[src/rtl/susp_seq_pkg.sv]
package susp_seq_pkg;
  typedef enum logic [1:0] {
    PS_NORMAL  = 2'd0,
    PS_SUSPEND = 2'd1,
    PS_RESUME  = 2'd2
  } pwr_state_e;

  localparam int unsigned RES_FIELD_W = 4;
  localparam int unsigned RES_CNT_W   = 5;

  // Resume length in ms ticks: step of 1 up to 12, then step of 2 up to 20.
  function automatic logic [RES_CNT_W-1:0] resume_ms(input logic [RES_FIELD_W-1:0] f);
    if (f <= 4'd11) return {1'b0, f} + 5'd1;
    else            return {f, 1'b0} - 5'd10;
  endfunction
endpackage

[src/rtl/susp_idle_timer.sv]
module susp_idle_timer #(
  parameter int unsigned IDLE_MS = 6
) (
  input  logic clk,
  input  logic rst_n,
  input  logic normal,
  input  logic bus_active,
  input  logic ms_tick,
  output logic irq
);
  localparam int unsigned CW = $clog2(IDLE_MS + 1);
  localparam logic [CW-1:0] LAST = CW'(IDLE_MS - 1);
  localparam logic [CW-1:0] FULL = CW'(IDLE_MS);

  logic [CW-1:0] cnt_q;
  logic          reached;

  assign reached = normal && !bus_active && ms_tick && (cnt_q == LAST);

  always_ff @(posedge clk or negedge rst_n) begin
    if (!rst_n) begin
      cnt_q <= '0;
      irq   <= 1'b0;
    end else begin
      irq <= reached;
      if (!normal || bus_active) cnt_q <= '0;
      else if (ms_tick && cnt_q != FULL) cnt_q <= cnt_q + 1'b1;
    end
  end

  // the interrupt is a single-cycle pulse
  a_r2_irq_single: assert property (@(posedge clk) disable iff (!rst_n)
    irq |=> !irq);
  // counter never passes its saturation value
  a_r2_cnt_sat: assert property (@(posedge clk) disable iff (!rst_n)
    cnt_q <= FULL);
endmodule

[src/rtl/susp_wake_detect.sv]
module susp_wake_detect #(
  parameter int unsigned KEY_W = 8
) (
  input  logic             clk,
  input  logic             rst_n,
  input  logic             suspended,
  input  logic             en_bus,
  input  logic             en_key,
  input  logic             bus_active,
  input  logic [KEY_W-1:0] key_in,
  output logic             wake
);
  logic [KEY_W-1:0] key_prev_q;
  logic             key_changed;
  logic             bus_wake;
  logic             key_wake;

  always_ff @(posedge clk or negedge rst_n) begin
    if (!rst_n) key_prev_q <= '0;
    else        key_prev_q <= key_in;
  end

  assign key_changed = |(key_in ^ key_prev_q);
  assign bus_wake    = en_bus && bus_active;
  assign key_wake    = en_key && key_changed;
  assign wake        = suspended && (bus_wake || key_wake);

  // a disabled source never produces a wake
  a_r5_r6_gated: assert property (@(posedge clk) disable iff (!rst_n)
    (!en_bus && !en_key) |-> !wake);
endmodule

[src/rtl/susp_resume_timer.sv]
module susp_resume_timer
  import susp_seq_pkg::*;
(
  input  logic                   clk,
  input  logic                   rst_n,
  input  logic                   start,
  input  logic                   active,
  input  logic                   ms_tick,
  input  logic [RES_FIELD_W-1:0] field,
  output logic                   done
);
  logic [RES_CNT_W-1:0] target_q;
  logic [RES_CNT_W-1:0] cnt_q;

  always_ff @(posedge clk or negedge rst_n) begin
    if (!rst_n) begin
      target_q <= 5'd1;
      cnt_q    <= '0;
    end else begin
      if (start) target_q <= resume_ms(field);
      if (!active)      cnt_q <= '0;
      else if (ms_tick) cnt_q <= cnt_q + 1'b1;
    end
  end

  assign done = active && ms_tick && (cnt_q == target_q - 5'd1);

  // the elapsed count stays below the latched interval
  a_r8_cnt_bound: assert property (@(posedge clk) disable iff (!rst_n)
    active |-> (cnt_q < target_q));
  // interval always within 1..20
  a_r8_target_range: assert property (@(posedge clk) disable iff (!rst_n)
    (target_q >= 5'd1) && (target_q <= 5'd20));
endmodule

[src/rtl/susp_resume_seq.sv]
module susp_resume_seq
  import susp_seq_pkg::*;
#(
  parameter int unsigned KEY_W   = 8,
  parameter int unsigned IDLE_MS = 6
) (
  input  logic             clk,
  input  logic             rst_n,
  input  logic             ms_tick,
  input  logic             bus_active,
  input  logic [KEY_W-1:0] key_in,
  input  logic             pwr_wr,
  input  logic             pwr_susp,
  input  logic             wake_wr,
  input  logic [5:0]       wake_wdata,
  output logic             idle_irq,
  output logic             osc_en,
  output logic             clk_en,
  output logic             susp_flag,
  output logic [1:0]       pwr_state
);
  localparam int unsigned BIT_KEY_EN = 5;
  localparam int unsigned BIT_BUS_EN = 4;

  pwr_state_e state_q, state_d;
  logic [5:0] cfg_q;
  logic       flag_q;
  logic       wake;
  logic       res_done;
  logic       enter_res;

  assign enter_res = (state_q == PS_SUSPEND) && wake;

  always_comb begin
    state_d = state_q;
    unique case (state_q)
      PS_NORMAL:  if (flag_q)    state_d = PS_SUSPEND;
      PS_SUSPEND: if (wake)      state_d = PS_RESUME;
      PS_RESUME:  if (res_done)  state_d = PS_NORMAL;
      default:                   state_d = PS_NORMAL;
    endcase
  end

  always_ff @(posedge clk or negedge rst_n) begin
    if (!rst_n) begin
      state_q <= PS_NORMAL;
      cfg_q   <= '0;
      flag_q  <= 1'b0;
    end else begin
      state_q <= state_d;
      flag_q  <= (state_q == PS_NORMAL) && !flag_q && pwr_wr && pwr_susp;
      if (wake_wr) cfg_q <= wake_wdata;
    end
  end

  susp_idle_timer #(.IDLE_MS(IDLE_MS)) u_idle (
    .clk        (clk),
    .rst_n      (rst_n),
    .normal     (state_q == PS_NORMAL),
    .bus_active (bus_active),
    .ms_tick    (ms_tick),
    .irq        (idle_irq)
  );

  susp_wake_detect #(.KEY_W(KEY_W)) u_wake (
    .clk        (clk),
    .rst_n      (rst_n),
    .suspended  (state_q == PS_SUSPEND),
    .en_bus     (cfg_q[BIT_BUS_EN]),
    .en_key     (cfg_q[BIT_KEY_EN]),
    .bus_active (bus_active),
    .key_in     (key_in),
    .wake       (wake)
  );

  susp_resume_timer u_res (
    .clk     (clk),
    .rst_n   (rst_n),
    .start   (enter_res),
    .active  (state_q == PS_RESUME),
    .ms_tick (ms_tick),
    .field   (cfg_q[RES_FIELD_W-1:0]),
    .done    (res_done)
  );

  assign osc_en    = (state_q != PS_SUSPEND);
  assign clk_en    = (state_q == PS_NORMAL);
  assign susp_flag = flag_q;
  assign pwr_state = state_q;

  // a pending suspend bit always takes effect at the next edge
  a_r3_enter: assert property (@(posedge clk) disable iff (!rst_n)
    (state_q == PS_NORMAL && flag_q) |=> (state_q == PS_SUSPEND));
  // suspend never jumps straight to normal
  a_r7_via_resume: assert property (@(posedge clk) disable iff (!rst_n)
    (state_q == PS_SUSPEND) |=> (state_q != PS_NORMAL));
  // without a wake event suspend is held
  a_r6_hold_suspend: assert property (@(posedge clk) disable iff (!rst_n)
    (state_q == PS_SUSPEND && !wake) |=> (state_q == PS_SUSPEND));
  // the flag is never set outside normal
  a_r4_flag_normal: assert property (@(posedge clk) disable iff (!rst_n)
    (state_q != PS_NORMAL) |=> !flag_q);
  // normal is left only through a pending suspend
  a_r10_normal_hold: assert property (@(posedge clk) disable iff (!rst_n)
    (state_q == PS_NORMAL && !flag_q) |=> (state_q == PS_NORMAL));
endmodule

[config.mk]
export PLATFORM = sky130hd
export DESIGN_NAME = susp_resume_seq
export DESIGN_NICKNAME = d
export VERILOG_FILES = /design/src/rtl/susp_seq_pkg.sv /design/src/rtl/susp_idle_timer.sv /design/src/rtl/susp_wake_detect.sv /design/src/rtl/susp_resume_timer.sv /design/src/rtl/susp_resume_seq.sv
export SDC_FILE = /design/constraint.sdc
export NUM_CORES = 1
export LEC_CHECK = 0
export BUFFER_PORTS_ARGS = -buffer_cell sky130_fd_sc_hd__buf_4
export CORE_MARGIN = 1
export CORE_UTILIZATION = 45
export CTS_CLUSTER_DIAMETER = 80
export DETAILED_ROUTE_END_ITERATION = 8
export GPL_ROUTABILITY_DRIVEN = 0
export HOLD_SLACK_MARGIN = 0.1
export PLACE_DENSITY_LB_ADDON = 0.3
export REMOVE_ABC_BUFFERS = 1
export SYNTH_ARGS = -nofsm -noshare
export SYNTH_HDL_FRONTEND = slang
export SYNTH_SLANG_ARGS = --single-unit
[constraint.sdc]
create_clock -name clk -period 3.6 [get_ports clk]
set_input_delay 0.36 -clock clk [delete_from_list [all_inputs] [get_ports clk]]
set_output_delay 0.36 -clock clk [all_outputs]
set_load 0.005 [all_outputs]
Yosys cells after proc, flatten, opt, wreduce, memory -nomap -nowiden
Index checks and enable logic that the tools add are counted.
{"block": "word_totals", "in_bits": 21, "out_inout_bits": 6, "ff_bits": 31}
{"block": "op_classes", "n_reduce_logical": 22, "n_bitwise": 1, "n_mux": 9, "n_eq_ne": 10, "order_cmp": 1, "n_addsub": 5}
{"op": "2-to-1 mux 5 bit", "n": 3}
{"op": "logical AND 1 bit", "n": 13}
{"op": "!= test 2 bit (second input constant)", "n": 4}
{"op": "OR reduction 8 bit", "n": 1}
{"op": "XOR 8 bit", "n": 1}
{"op": "2-to-1 mux 2 bit", "n": 3}
{"op": "2-to-1 mux 3 bit", "n": 2}
{"op": "one-hot mux 2 bit (3 select lines)", "n": 1}
{"op": "adder 4 x 1 -> 5 bit (second input constant)", "n": 1}
{"op": "adder 5 x 1 -> 5 bit (second input constant)", "n": 1}
{"op": "equality test 5 bit", "n": 1}
{"op": "subtractor 5 x 1 -> 5 bit (second input constant)", "n": 1}
{"op": "subtractor 5 x 4 -> 5 bit (second input constant)", "n": 1}
{"op": "<= comparator 4 bit (second input constant)", "n": 1}
{"op": "adder 3 x 1 -> 3 bit (second input constant)", "n": 1}
{"op": "equality test 3 bit (second input constant)", "n": 1}
{"op": "zero test 1 bit", "n": 3}
{"op": "!= test 3 bit (second input constant)", "n": 1}
{"op": "AND reduction 3 bit", "n": 1}
{"op": "equality test 2 x 1 -> 1 bit (second input constant)", "n": 1}
{"op": "equality test 2 bit (second input constant)", "n": 1}
{"op": "zero test 2 bit", "n": 1}
{"op": "logical OR 1 bit", "n": 2}
{"op": "!= test 2 x 1 -> 1 bit (second input constant)", "n": 1}
{"op": "nonzero test 2 bit", "n": 1}

Depth between registers and ports, before layout
Gate-level depths: netlist of the first run.
{"block": "depth", "ltp_word": 7, "mapped_depth": 7}

Cells and area by module
Synthesis of the first run repeated with hierarchy kept, for this count alone.
{"block": "hier_totals", "hier_cells": 131, "hier_area_um2": 1570.3}
{"mod": "susp_resume_timer", "cells_per_inst": 62, "area_each_um2": 639.4, "seq_area_each_um2": 251.5, "instances": 1}
{"mod": "susp_resume_seq", "cells_per_inst": 26, "area_each_um2": 387.9, "seq_area_each_um2": 225.2, "instances": 1}
{"mod": "susp_wake_detect", "cells_per_inst": 21, "area_each_um2": 299.0, "seq_area_each_um2": 200.2, "instances": 1}
{"mod": "susp_idle_timer", "cells_per_inst": 22, "area_each_um2": 244.0, "seq_area_each_um2": 100.1, "instances": 1}

Worst setup path before layout of the first run
OpenSTA, ideal clock, no wires.
{"block": "synth_timing", "path_kind": "register -> register", "start": "register u_wake.key_prev_q[4]", "end": "register u_res.target_q[2]", "path_stages_with_launch": 6, "path_slack_ns": 2.042, "t_arrival_ns": 1.433, "required_ns": 3.475, "setup_ns": 0.125, "cell_sequence": "dfrtp_1 xor2_1 nor4_2 nand2_1 a31o_4 mux2_4"}
{"block": "synth_between", "elab_chain_len": 6}
{"element": "from (decl)", "line": "susp_wake_detect.sv:13", "source": "logic [KEY_W-1:0] key_prev_q;"}
{"element": "from (signal assigned)", "line": "susp_wake_detect.sv:20", "source": "else key_prev_q <= key_in;"}
{"element": "XOR 8 bit", "line": "susp_wake_detect.sv:23", "source": "assign key_changed = |(key_in ^ key_prev_q);"}
{"element": "OR reduction 8 bit", "line": "susp_wake_detect.sv:23"}
{"element": "logical AND 1 bit", "line": "susp_wake_detect.sv:25", "source": "assign key_wake = en_key && key_changed;"}
{"element": "logical OR 1 bit", "line": "susp_wake_detect.sv:26", "source": "assign wake = suspended && (bus_wake || key_wake);"}
{"element": "logical AND 1 bit", "line": "susp_wake_detect.sv:26"}
{"element": "logical AND 1 bit", "line": "susp_resume_seq.sv:32", "source": "assign enter_res = (state_q == PS_SUSPEND) && wake;"}
{"element": "to (signal assigned)", "line": "susp_resume_timer.sv:20", "source": "if (start) target_q <= resume_ms(field);"}
{"element": "to (decl)", "line": "susp_resume_timer.sv:12", "source": "logic [RES_CNT_W-1:0] target_q;"}
Every way passes these cells.
A chain may end at the register's enable or synchronous reset.

Final worst setup path of the first run
{"block": "layout_timing", "start": "register u_res.target_q[0]", "end": "register state_q[1], in the netlist pwr_state[1]"}
{"block": "layout_between", "elab_chain_len": 5}
{"element": "subtractor 5 x 1 -> 5 bit", "line": "susp_resume_timer.sv:26", "source": "assign done = active && ms_tick && (cnt_q == target_q - 5'd1);"}
{"element": "equality test 5 bit", "line": "susp_resume_timer.sv:26"}
{"element": "logical AND 1 bit", "line": "susp_resume_timer.sv:26"}
{"element": "!= test 2 bit (no source line)"}
{"element": "AND reduction 3 bit (no source line)"}
{"element": "to (signal assigned)", "line": "susp_resume_seq.sv:50", "source": "state_q <= state_d;"}
{"element": "to (decl)", "line": "susp_resume_seq.sv:25", "source": "pwr_state_e state_q, state_d;"}
Every way passes these cells.

==> summary by stage, run 1 <==
Timing
Setup violations remaining at the end of the flow were counted as 0. The top achievable clock speed is 0.565 GHz. Setup repair after global routing left no endpoint under its margin.

For the final database, setup skew stands at 7.68 ps. The number of failing hold endpoints at the final stage is 0. In the finished design, the share of the clock period the worst path needs comes to 49.2%.

For the finished layout, the period the worst path requires is 1770 ps. The slew at the pin with the worst max-slew slack is 379 ps. The total negative slack for setup checks is 0 ps. The final count of pins violating max slew came to 0. The worst max-slew margin expressed relative to the limit is 74.7%.

Synth
Summed over its instances, the top area cell type makes up 49.9% of the synthesized netlist area. The share of the Yosys chip area taken by registers is 51.7%. In this run, synthesis produced a sequential element count of 31. The post-synthesis cell count is 129. The cell area after synthesis is 0.00150 sq mm. After synthesis, the netlist uses 29 different library cells. Sorting the synthesized cells by area gives the leading types as dfrtp_1 50%, xor2_1 7.6%, ha_1 5.8%.

The total of warnings raised by yosys is 0. The average size of a mapped cell is 11.7 sq um. Of all cell types, the one taking the most synthesized area is dfrtp_1.

Critical path
The setup check on the worst reg-to-reg path leaves a slack of 1830 ps. By startpoint and endpoint, the worst setup path is classified as flop to flop. The number of buffers and inverters on the critical path is 1. STA classifies the critical path endpoint as a flop.

The largest single stage delay on the critical path is 580 ps. The worst endpoint required time is 3800 ps. The slowest library cell on the worst path is dfstp_2. Along the worst path, the maximum fanout reaches 4.

Data on the critical path arrives at its endpoint at 1970 ps. The kind of start point of the critical path is a flop. Traced cell by cell, the critical path runs through inv_1 > ha_1 > xnor2_1 > a21oi_1 > o2111ai_1 > nor3_1 > o21bai_1. Grouping stages by cell kind, the critical path spends the most delay in flip-flops.

GRT
Entering global routing, the biggest net connects 32 pins. The global-route wire length before repair is 4320 microns. The number of global-route vias before repair came to 1050. The residual overflow from global routing is 0. The number of antenna violations at the first check in global routing is 0. The total routing resource utilization after global routing is 17.3%.

Cells and area
In the layout the commonest cells are 30 x dfrtp_1, 26 x buf_4, 14 x nor2_1. The count of fill cells added during filler insertion is 279. At the end of the flow, the number of nets in the layout was 189.

The growth of design area from synthesis to finish is 20.0%. Once layout is complete, the cells apart from fillers number 206. The most common library cell in the layout ignoring fill and taps is dfrtp_1. The number of diodes is 0. The post-route netlist has 27.2% of its cells at a drive strength greater than 1.

Floorplan
The floorplan step set the die width to 59.8 microns. The core outline area is 0.00310 sq mm. During I/O placement, the number of pins put on the boundary was 27. The total number of placement rows is 20. The floorplan step defined a die boundary enclosing 0.00358 sq mm. From bottom edge to top edge, the die measures 59.8 microns.

For this configuration, the core starts out at a cell density of 48.5%.

Power
In this run the power density over the cells is 533 mW/mm^2. The power consumption is 962 uW. IR analysis of the VDD net gives a maximum drop of 293 uV.

The static leakage is 0.000850 uW.

Clocking
The clock reaches the later pin of the worst-skew pair after 330 ps. Counting every sink on the clock net gives 31. The number of buffers inserted during clock tree synthesis is 5. No sink is reached through more buffers than the 2 on the longest clock path. Clock-pin slew was measured on the worst setup and hold paths at 90 ps.

In this run the number of H-tree levels came out at 2. The clock tree from TritonCTS is yes. The cell at the root of the clock tree is clkbuf_4.

After clock tree synthesis, the repair step resized 0 gates.

Drt
After detailed routing, the number of vias per cell comes to 4.97. For this block, the via count after detailed routing is 1023. The detail route stage leaves a number of antenna-violating nets equal to 0.

The wire length per cell is 12.8 microns. The number of detailed-route iterations in the first pass is 4. After the first detailed-routing iteration, the DRC count stood at 46. After detailed routing, the number of remaining DRC violations is 0.

The routed wire length is 2640 microns.

Min path
The tightest min-delay check is of the primary input to flop type.

Placement
The HPWL after detailed placement is 1950 microns. The cell total after placement is 197. In this run the tool buffered the top-level ports with 26 buffer cells.

Outcome
The flow ran to the end, and the final reports show no timing, DRC or antenna violations.

Run
The tool flagged a number of max-cap violations equal to 0.
[per-stage QoR]
step / cell area, sq um / setup WS [ps] / util, % / hold slack (ps)
2_1_floorplan: 1500 / 2040 / - / 64.4
4_1_cts: 1800 / 1820 / 58.1 / 129
6_report: 1800 / 1830 / 58.1 / 147
5_1_grt: 1800 / 1730 / 58.1 / 126
3_3_place_gp: 1750 / 1900 / 56.3 / 307
3_5_place_dp: 1750 / 1880 / 56.3 / 311
[registers in the layout (all words and copies together) (netlist names)]
signal             flops
u_res.target_q         5
u_wake.key_prev_q      8
cfg_q                  6
u_idle.irq             1
u_res.cnt_q            5
susp_flag              1
pwr_state              2
u_idle.cnt_q           3
[final timing paths]
| path | start | to | depth (start not counted) |
|---|---|---|---|
| max | u_res.target_q[0] | pwr_state[1] | 7 |
| min | key_in[0] | u_wake.key_prev_q[0] | 1 |
| max reg2reg | u_res.target_q[0] | pwr_state[1] | 7 |
| min reg2reg | susp_flag | susp_flag | 1 |
| max in group asynchronous | rst_n | u_res.target_q[0] | 2 |
| min in group asynchronous | rst_n | pwr_state[0] | 2 |
[cells by family after synthesis]
kind of cell	share of synthesized area, %
and+or+nand+nor	12.0
DFF	51.7
xor gates and xnor gates	11.6
AOI/OAI and AO/OA	6.16
muxes	10.4
buffers and inverters	2.33
adders and majority gates	5.82
[where the power goes]
| group | internal (uW) | total, uW | switching [uW] |
|---|---|---|---|
| sequential | 409 | 467 | 58.2 |
| clock | 77.7 | 185 | 107 |
| combinational | 172 | 310 | 137 |
| total | 659 | 962 | 303 |
[routing by layer]
metal,up-vias,global-route usage (%),routed length (microns)
met1,491,17.7,1070
met2,28,30.2,1370
li1,495,-,-
met3,9,5.19,126
met5,-,0,0
met4,0,12.0,67
[repair_timing]
action,in CTS,in global routing
hold buffers,1,0
endpoints found under the hold margin,30,0
buffers inserted,0,0
endpoints found under the setup margin,0,0
[synth_stat cells, drive strengths merged]
| master | instances |
|---|---|
| nor2b | 2 |
| o21bai | 1 |
| a32o | 1 |
| a21boi | 1 |
| buf | 1 |
| xnor2 | 7 |
| nand2 | 8 |
| a21oi | 5 |
| nor4 | 2 |
| a31o | 1 |
| dfstp | 1 |
| o2111ai | 1 |
| mux2i | 4 |
| and4b | 1 |
| nand3 | 2 |
| a31oi | 1 |
| dfrtp | 30 |
| nor3 | 3 |
| nand2b | 1 |
| xor2 | 13 |
| ha | 7 |
| nor2 | 14 |
| inv | 7 |
| o21ai | 2 |
| nand4 | 2 |
| clkbuf | 1 |
| or3 | 1 |
| mux2 | 9 |
[cell type report]
| type | instances | area (sq um) | share of cell area (%) |
|---|---|---|---|
| repair buffers | 27 | 205 | 11.4 |
| multi-input cells | 89 | 692 | 38.3 |
| well taps | 44 | 55.1 | 3.05 |
| flip-flops and latches | 31 | 777 | 43.1 |
| clock buffers | 8 | 48.8 | 2.70 |
| inverters | 7 | 26.3 | 1.46 |
Power figures use the tool's default switching activity.
==> run 2, diff against run 1 <==
==> constraint.sdc (replaced) <==
create_clock -name clk -period 1.4 [get_ports clk]
set_input_delay 0.14 -clock clk [delete_from_list [all_inputs] [get_ports clk]]
set_output_delay 0.14 -clock clk [all_outputs]
set_load 0.005 [all_outputs]
==> summary by stage, run 2 (synthesis gave the netlist of run 1 again) <==
Cells and area
More flip-flops sit in one register than any other, and that register is u_wake.key_prev_q. In the layout the commonest cells are 38 x buf_4, 30 x dfrtp_1, 23 x dlygate4sd3_1. The largest registers in the layout are u_wake.key_prev_q: 8 flops, cfg_q: 6 flops. The number of flip-flops in the largest register was 8 (unchanged). The post-route standard cell area excluding fillers is 0.00217 sq mm (+20%). The number of nets in the final layout is 223 (+18%). The fraction of layout instances using a drive strength above 1 is 32.1% (+5.0 points). The number of diodes is 0 (unchanged).

The library cell used most frequently in the layout, excluding fill and tap cells, is buf_4. From synthesis to final layout, the design area changed by 44.3%.

Clocking
The sink count of the clock tree is 31 (unchanged). The clock-pin slew on the worst setup and hold paths is 90 ps (about the same). Clock tree synthesis selected as its root buffer the cell clkbuf_4. The number of buffers inserted during clock tree synthesis is 5 (unchanged). The insertion delay to the later sink of the worst-skew pair is 340 ps (about the same).

The clock tree from TritonCTS is yes. The maximum number of buffers from clock root to sink is 2 (unchanged). The number of H-tree levels was 2 (unchanged).

GRT
The largest net degree at the start of global routing came to 32 (unchanged). The number of antenna violations at the first check in global routing is 0 (unchanged). The total routing resource utilization after global routing is 21.2% (+3.9 points). The global-route wire length before repair came to 5370 microns (+24%). The number of global-route vias before repair was 1208 (+15%).

The residual overflow from global routing is 0 (unchanged).

Critical path
The worst endpoint data arrival time was 1840 ps (-130 ps). The worst endpoint required time is 1620 ps (-2180 ps). The slowest library cell on the worst path is dfrtp_1. The stage delay of the slowest cell on the critical path is 380 ps (-200 ps). The dominant delay contributor by cell family on the critical path is simple AND/OR/NAND/NOR gates. The worst register-to-register path begins at u_wake.key_prev_q[1]. The largest fanout of any net on the critical path was 6 (+2). The capture point of the worst path is u_res.target_q[4]. The critical path starts at u_wake.key_prev_q[1].

The critical path start-end classification is flop to flop. The flop-to-flop setup slack is -220 ps (-2050 ps). The number of buffers and inverters on the critical path is 0 (-1). The number of cell instances on the worst register-to-register path is 5 (-2).

The end of the worst register-to-register path is u_res.target_q[4]. The sort of element at the end of the critical path is a flop. Walking the worst path, the cells encountered are xor2_1 > nor4_2 > nand2_1 > a31o_4 > mux2_4. The kind of start point of the critical path is a flop.

The count of cell instances traversed by the critical path is 5 (-2).

Drt
The average via count per standard cell is 4.85 (-2.3%). The number of detailed-route iterations in the first pass is 3 (-1). The routed wire length is 3130 microns (+19%). The number of remaining DRC errors was 0 (unchanged).

The number of violations reported at the end of detailed-routing iteration 0 is 40 (-13%). The total via count after detailed routing is 1164 (+14%). The remaining antenna violation count is 0 (unchanged). The wire length per cell came to 13.0 microns (+1.8%).

Floorplan
The initial core utilization is 48.5% (unchanged). The y dimension of the die is 59.8 microns (unchanged). The total number of placement rows is 20 (unchanged). The die outline area is 0.00358 sq mm (unchanged). The boundary pin count was 27 (unchanged). The core outline area came to 0.00310 sq mm (unchanged). The x dimension of the die is 59.8 microns (unchanged).

Min path
The class of the most critical hold timing path is primary input to flop.

Power
The power density normalized to cell area was 1370 mW/mm^2 (+160%). The static leakage came to 0.00102 uW (+20%). The power consumption came to 2980 uW (+210%).

The peak supply drop was 708 uV (+140%).

Timing
The portion of the clock cycle consumed by the worst path in the final layout is 116% (+67 points). The minimum clock period after layout is 1620 ps (-151 ps). The worst max-slew margin expressed relative to the limit is 74.0% (-0.70 points). The final count of pins violating max slew is 0 (unchanged). The slew at the pin with the worst max-slew slack is 390 ps (+10.5 ps). The final worst slack is -220 ps (-2050 ps). The number of failing hold endpoints at the final stage came to 0 (unchanged). The top achievable clock speed came to 0.617 GHz (+9.3%).

The total negative slack for setup checks is -1070 ps (-1070 ps). Setup repair after global routing could not meet its margin everywhere. The setup clock skew after layout is 12.4 ps (+4.70 ps).

The total of endpoints with negative setup slack in the final report is 6 (+6).

Placement
The port buffer count is 26 (unchanged). The half-perimeter wire length after placement is 2020 microns (+3.7%). The post-placement worst setup slack is -219 ps (-2090 ps).

The placed cell area is 0.00184 sq mm (+5.2%).

Outcome
The checks that failed: setup timing. The run finished, with violations left.

Run
The number of max-cap violations is 0 (unchanged).
## run 2: area by class of cell
type                    instances  area, sq um
inverters                       7         26.3
clock buffers                   6         51.3
repair buffers                 61          515
clock inverters                 2         35.0
flip-flops and latches         31          777
fillers                       251          933
well taps                      44         55.1
multi-input cells              89          709
## run 2: report_power, final
part | leakage [uW] | internal (uW) | switching (uW) | total [uW]
sequential | 0.000388 | 1050 | 124 | 1170
clock | 0.0000482 | 422 | 311 | 733
combinational | 0.000585 | 625 | 449 | 1070
total | 0.00102 | 2100 | 884 | 2980
## run 2: how the worst min path moves through the flow
stage,start,endpoint,slack (ps),cells after the start
3_5_place_dp,rst_n,u_res.cnt_q[0],90,1
6_report,bus_active,u_idle.irq,140,3
2_1_floorplan,rst_n,cfg_q[0],-160,0
4_1_cts,bus_active,u_idle.irq,130,3
5_1_grt,bus_active,u_idle.irq,140,3
3_3_place_gp,rst_n,u_idle.irq,90,1
## run 2: worst min-delay path: cells and delay by family
family                 cells  cell delay, ps
AND/OR/NAND/NOR            2             210
buffers and inverters      1              80
## run 2: through the flow
step	util [%]	hold slack, ps	cells
floorplan	-	-156	127
global route	69.9	140	240
detailed placement	59.2	94.9	209
CTS	69.8	134	240
finish	69.9	143	240
global placement	59.2	92.2	209
## run 2: routing by layer
metal | global-route usage (%) | vias to the layer above | share of wire (%)
met3 | 6.71 | 7 | 3.3
met1 | 24.4 | 560 | 41
li1 | - | 574 | -
met5 | 0 | - | 0
met4 | 8.97 | 0 | 2.0
met2 | 36.3 | 23 | 53
## run 2: repair_timing
item,in CTS,in global routing
gates resized for setup,2,3
hold endpoints to repair,47,1
endpoints found under the setup margin,6,10
setup buffers,0,0
pin swaps,11,3
hold buffers,23,1
==> run 3, diff against run 2 <==
--- a/config.mk
+++ b/config.mk
@@ -6,8 +6,10 @@
 export NUM_CORES = 1
 export LEC_CHECK = 0
 export BUFFER_PORTS_ARGS = -buffer_cell sky130_fd_sc_hd__buf_4
+export CELL_PAD_IN_SITES_DETAIL_PLACEMENT = 0
+export CELL_PAD_IN_SITES_GLOBAL_PLACEMENT = 2
 export CORE_MARGIN = 1
-export CORE_UTILIZATION = 45
+export CORE_UTILIZATION = 32
 export CTS_CLUSTER_DIAMETER = 80
 export DETAILED_ROUTE_END_ITERATION = 8
 export GPL_ROUTABILITY_DRIVEN = 0
==> summary by stage, run 3 (synthesis gave the netlist of run 1 again) <==
Outcome
The run finished, with violations left. The checks that failed: setup timing.

Clocking
TritonCTS built the clock tree. The sink count of the clock tree is 31 (unchanged). The insertion delay to the later sink of the worst-skew pair is 280 ps (-60 ps). The number of H-tree levels came to 2 (unchanged). The clock-pin slew on the worst setup and hold paths is 70 ps (-20 ps). The maximum number of buffers from clock root to sink is 2 (unchanged). The tree is rooted in a clkbuf_8. The number of buffers inserted during clock tree synthesis is 5 (unchanged).

Drt
The average via count per standard cell is 4.55 (-6.2%). The number of detailed-route iterations in the first pass was 2 (-1). The remaining antenna violation count is 0 (unchanged). The routed wire length came to 2960 microns (-5.4%). The total via count after detailed routing came to 1105 (-5.1%). The number of violations reported at the end of detailed-routing iteration 0 is 40 (unchanged). The number of remaining DRC errors is 0 (unchanged).

The wire length per cell is 12.2 microns (-6.6%).

Timing
The setup clock skew after layout was 5.09 ps (-7.29 ps). The slew at the pin with the worst max-slew slack is 394 ps (+4.02 ps). The portion of the clock cycle consumed by the worst path in the final layout is 116% (+0.55 points). The number of failing hold endpoints at the final stage is 0 (unchanged). The final worst slack came to -228 ps (-7.76 ps). The worst max-slew margin expressed relative to the limit is 73.7% (-0.27 points). The final count of pins violating max slew is 0 (unchanged). The minimum clock period after layout is 1630 ps (+7.76 ps). Setup repair after global routing could not meet its margin everywhere. The top achievable clock speed is 0.614 GHz (-0.48%).

The total of endpoints with negative setup slack in the final report is 6 (unchanged).

Cells and area
From synthesis to final layout, the design area changed by 43.0%. The number of diodes came to 0 (unchanged). The register with the most flip-flops is u_wake.key_prev_q. The largest registers in the layout are u_wake.key_prev_q: 8 flops, cfg_q: 6 flops. The count of fill cells added during filler insertion is 431 (+72%). The library cells used most frequently in the layout, excluding fill and tap cells, are 40 x buf_4, 30 x dfrtp_1, 16 x dlygate4sd3_1. The number of nets in the final layout was 218 (-2.2%).

The number of flip-flops in the largest register is 8 (unchanged). Leaving out fill and tap cells, the most frequent cell in the layout is buf_4. The final standard cell utilization of the core was 48.4% (-22 points). The fraction of layout instances using a drive strength above 1 came to 33.0% (+0.84 points).

Critical path
STA classifies the critical path endpoint as a flop. The worst endpoint required time came to 1560 ps (-60 ps). The kind of start point of the critical path is a flop. The largest fanout of any net on the critical path is 6 (unchanged).

The critical path start-end classification is flop to flop. The worst endpoint data arrival time is 1790 ps (-50 ps).

Floorplan
The die outline area is 0.00498 sq mm (+39%). The y dimension of the die is 70.6 microns (+18%). The initial core utilization was 33.8% (-15 points). The core outline area is 0.00444 sq mm (+43%). The total number of placement rows came to 24 (+20%). The boundary pin count was 27 (unchanged). The x dimension of the die came to 70.6 microns (+18%).

GRT
The residual overflow from global routing is 0 (unchanged). The largest net degree at the start of global routing is 32 (unchanged). The number of antenna violations at the first check in global routing is 0 (unchanged). The total routing resource utilization after global routing was 13.7% (-7.6 points). The global-route wire length before repair is 5130 microns (-4.4%).

The number of global-route vias before repair is 1144 (-5.3%).

Power
The peak supply drop is 622 uV (-12%). The power consumption is 3130 uW (+5.1%). The static leakage is 0.00102 uW (-0.43%).

The power density normalized to cell area was 1460 mW/mm^2 (+6.1%).

Placement
The half-perimeter wire length after placement is 2070 microns (+2.3%). The post-placement worst setup slack is -256 ps (-36.6 ps). The port buffer count is 26 (unchanged).

Min path
The path class of the tightest hold or removal check is primary input to flop.

Run
The number of max-cap violations is 0 (unchanged).
==> run 3: cell types whose count changed in the layout (fill, tap and decap cells not counted), sizes merged <==
cell,before,now
dlygate4sd3,23,16
buf,38,40
==> run 3: path summary, 6_finish.rpt <==
kind                                       from                 to  slack (ps)  cells after the start
max                        u_wake.key_prev_q[0]  u_res.target_q[4]        -230                      5
min                                     wake_wr           cfg_q[0]         110                      2
max reg2reg                u_wake.key_prev_q[0]  u_res.target_q[4]        -230                      5
min reg2reg                           susp_flag          susp_flag         460                      1
max in group asynchronous                 rst_n  u_res.target_q[0]         750                      2
min in group asynchronous                 rst_n  u_res.target_q[1]         340                      2
==> run 3: timing repair <==
item                                   CTS  global route
endpoints found under the hold margin   45             0
gates cloned                             0             0
buffers inserted                         0             0
pin swaps                                9             6
hold buffers                            16             0
setup endpoints to repair                6             7
gates resized for setup                  2             1
==> run 3: per-layer routing <==
layer,up-vias,GRT usage (%),part of all wire (%)
met5,-,0,0
met4,0,6.00,1.4
met3,4,3.85,4.0
met2,18,22.7,50
met1,530,16.7,45
li1,553,-,-
==> run 3: cell type report <==
| class | count | area, sq um | area share, % |
|---|---|---|---|
| flip-flops and latches | 31 | 777 | 36.1 |
| clock buffers | 6 | 82.6 | 3.84 |
| multi-input cells | 89 | 704 | 32.8 |
| clock inverters | 2 | 35.0 | 1.63 |
| well taps | 52 | 65.1 | 3.03 |
| inverters | 7 | 26.3 | 1.22 |
| repair buffers | 56 | 460 | 21.4 |
==> run 3: through the flow <==
| step | std cells | instance area (sq um) | setup TNS, ps | hold slack (ps) |
|---|---|---|---|---|
| after CTS | 243 | 2150 | -1210 | 106 |
| after global placement | 219 | 1860 | -1260 | 102 |
| final | 243 | 2150 | -1110 | 112 |
| after global routing | 243 | 2150 | -1560 | 127 |
| after detailed placement | 219 | 1860 | -1340 | 99.8 |
| after floorplan | 127 | 1500 | -709 | -156 |
==> run 3: worst max-delay path: stages, from the launching register on <==
cell and delay, ps:
dfrtp_1 370, xor2_1 170, nor4_2 260, nand2_1 120
a31o_4 290, mux2_4 300
==> run 3: power by group <==
| part | switching, uW | internal, uW | total, uW |
|---|---|---|---|
| Combinational | 434 | 629 | 1060 |
| Sequential | 118 | 1050 | 1170 |
| Clock | 325 | 575 | 900 |
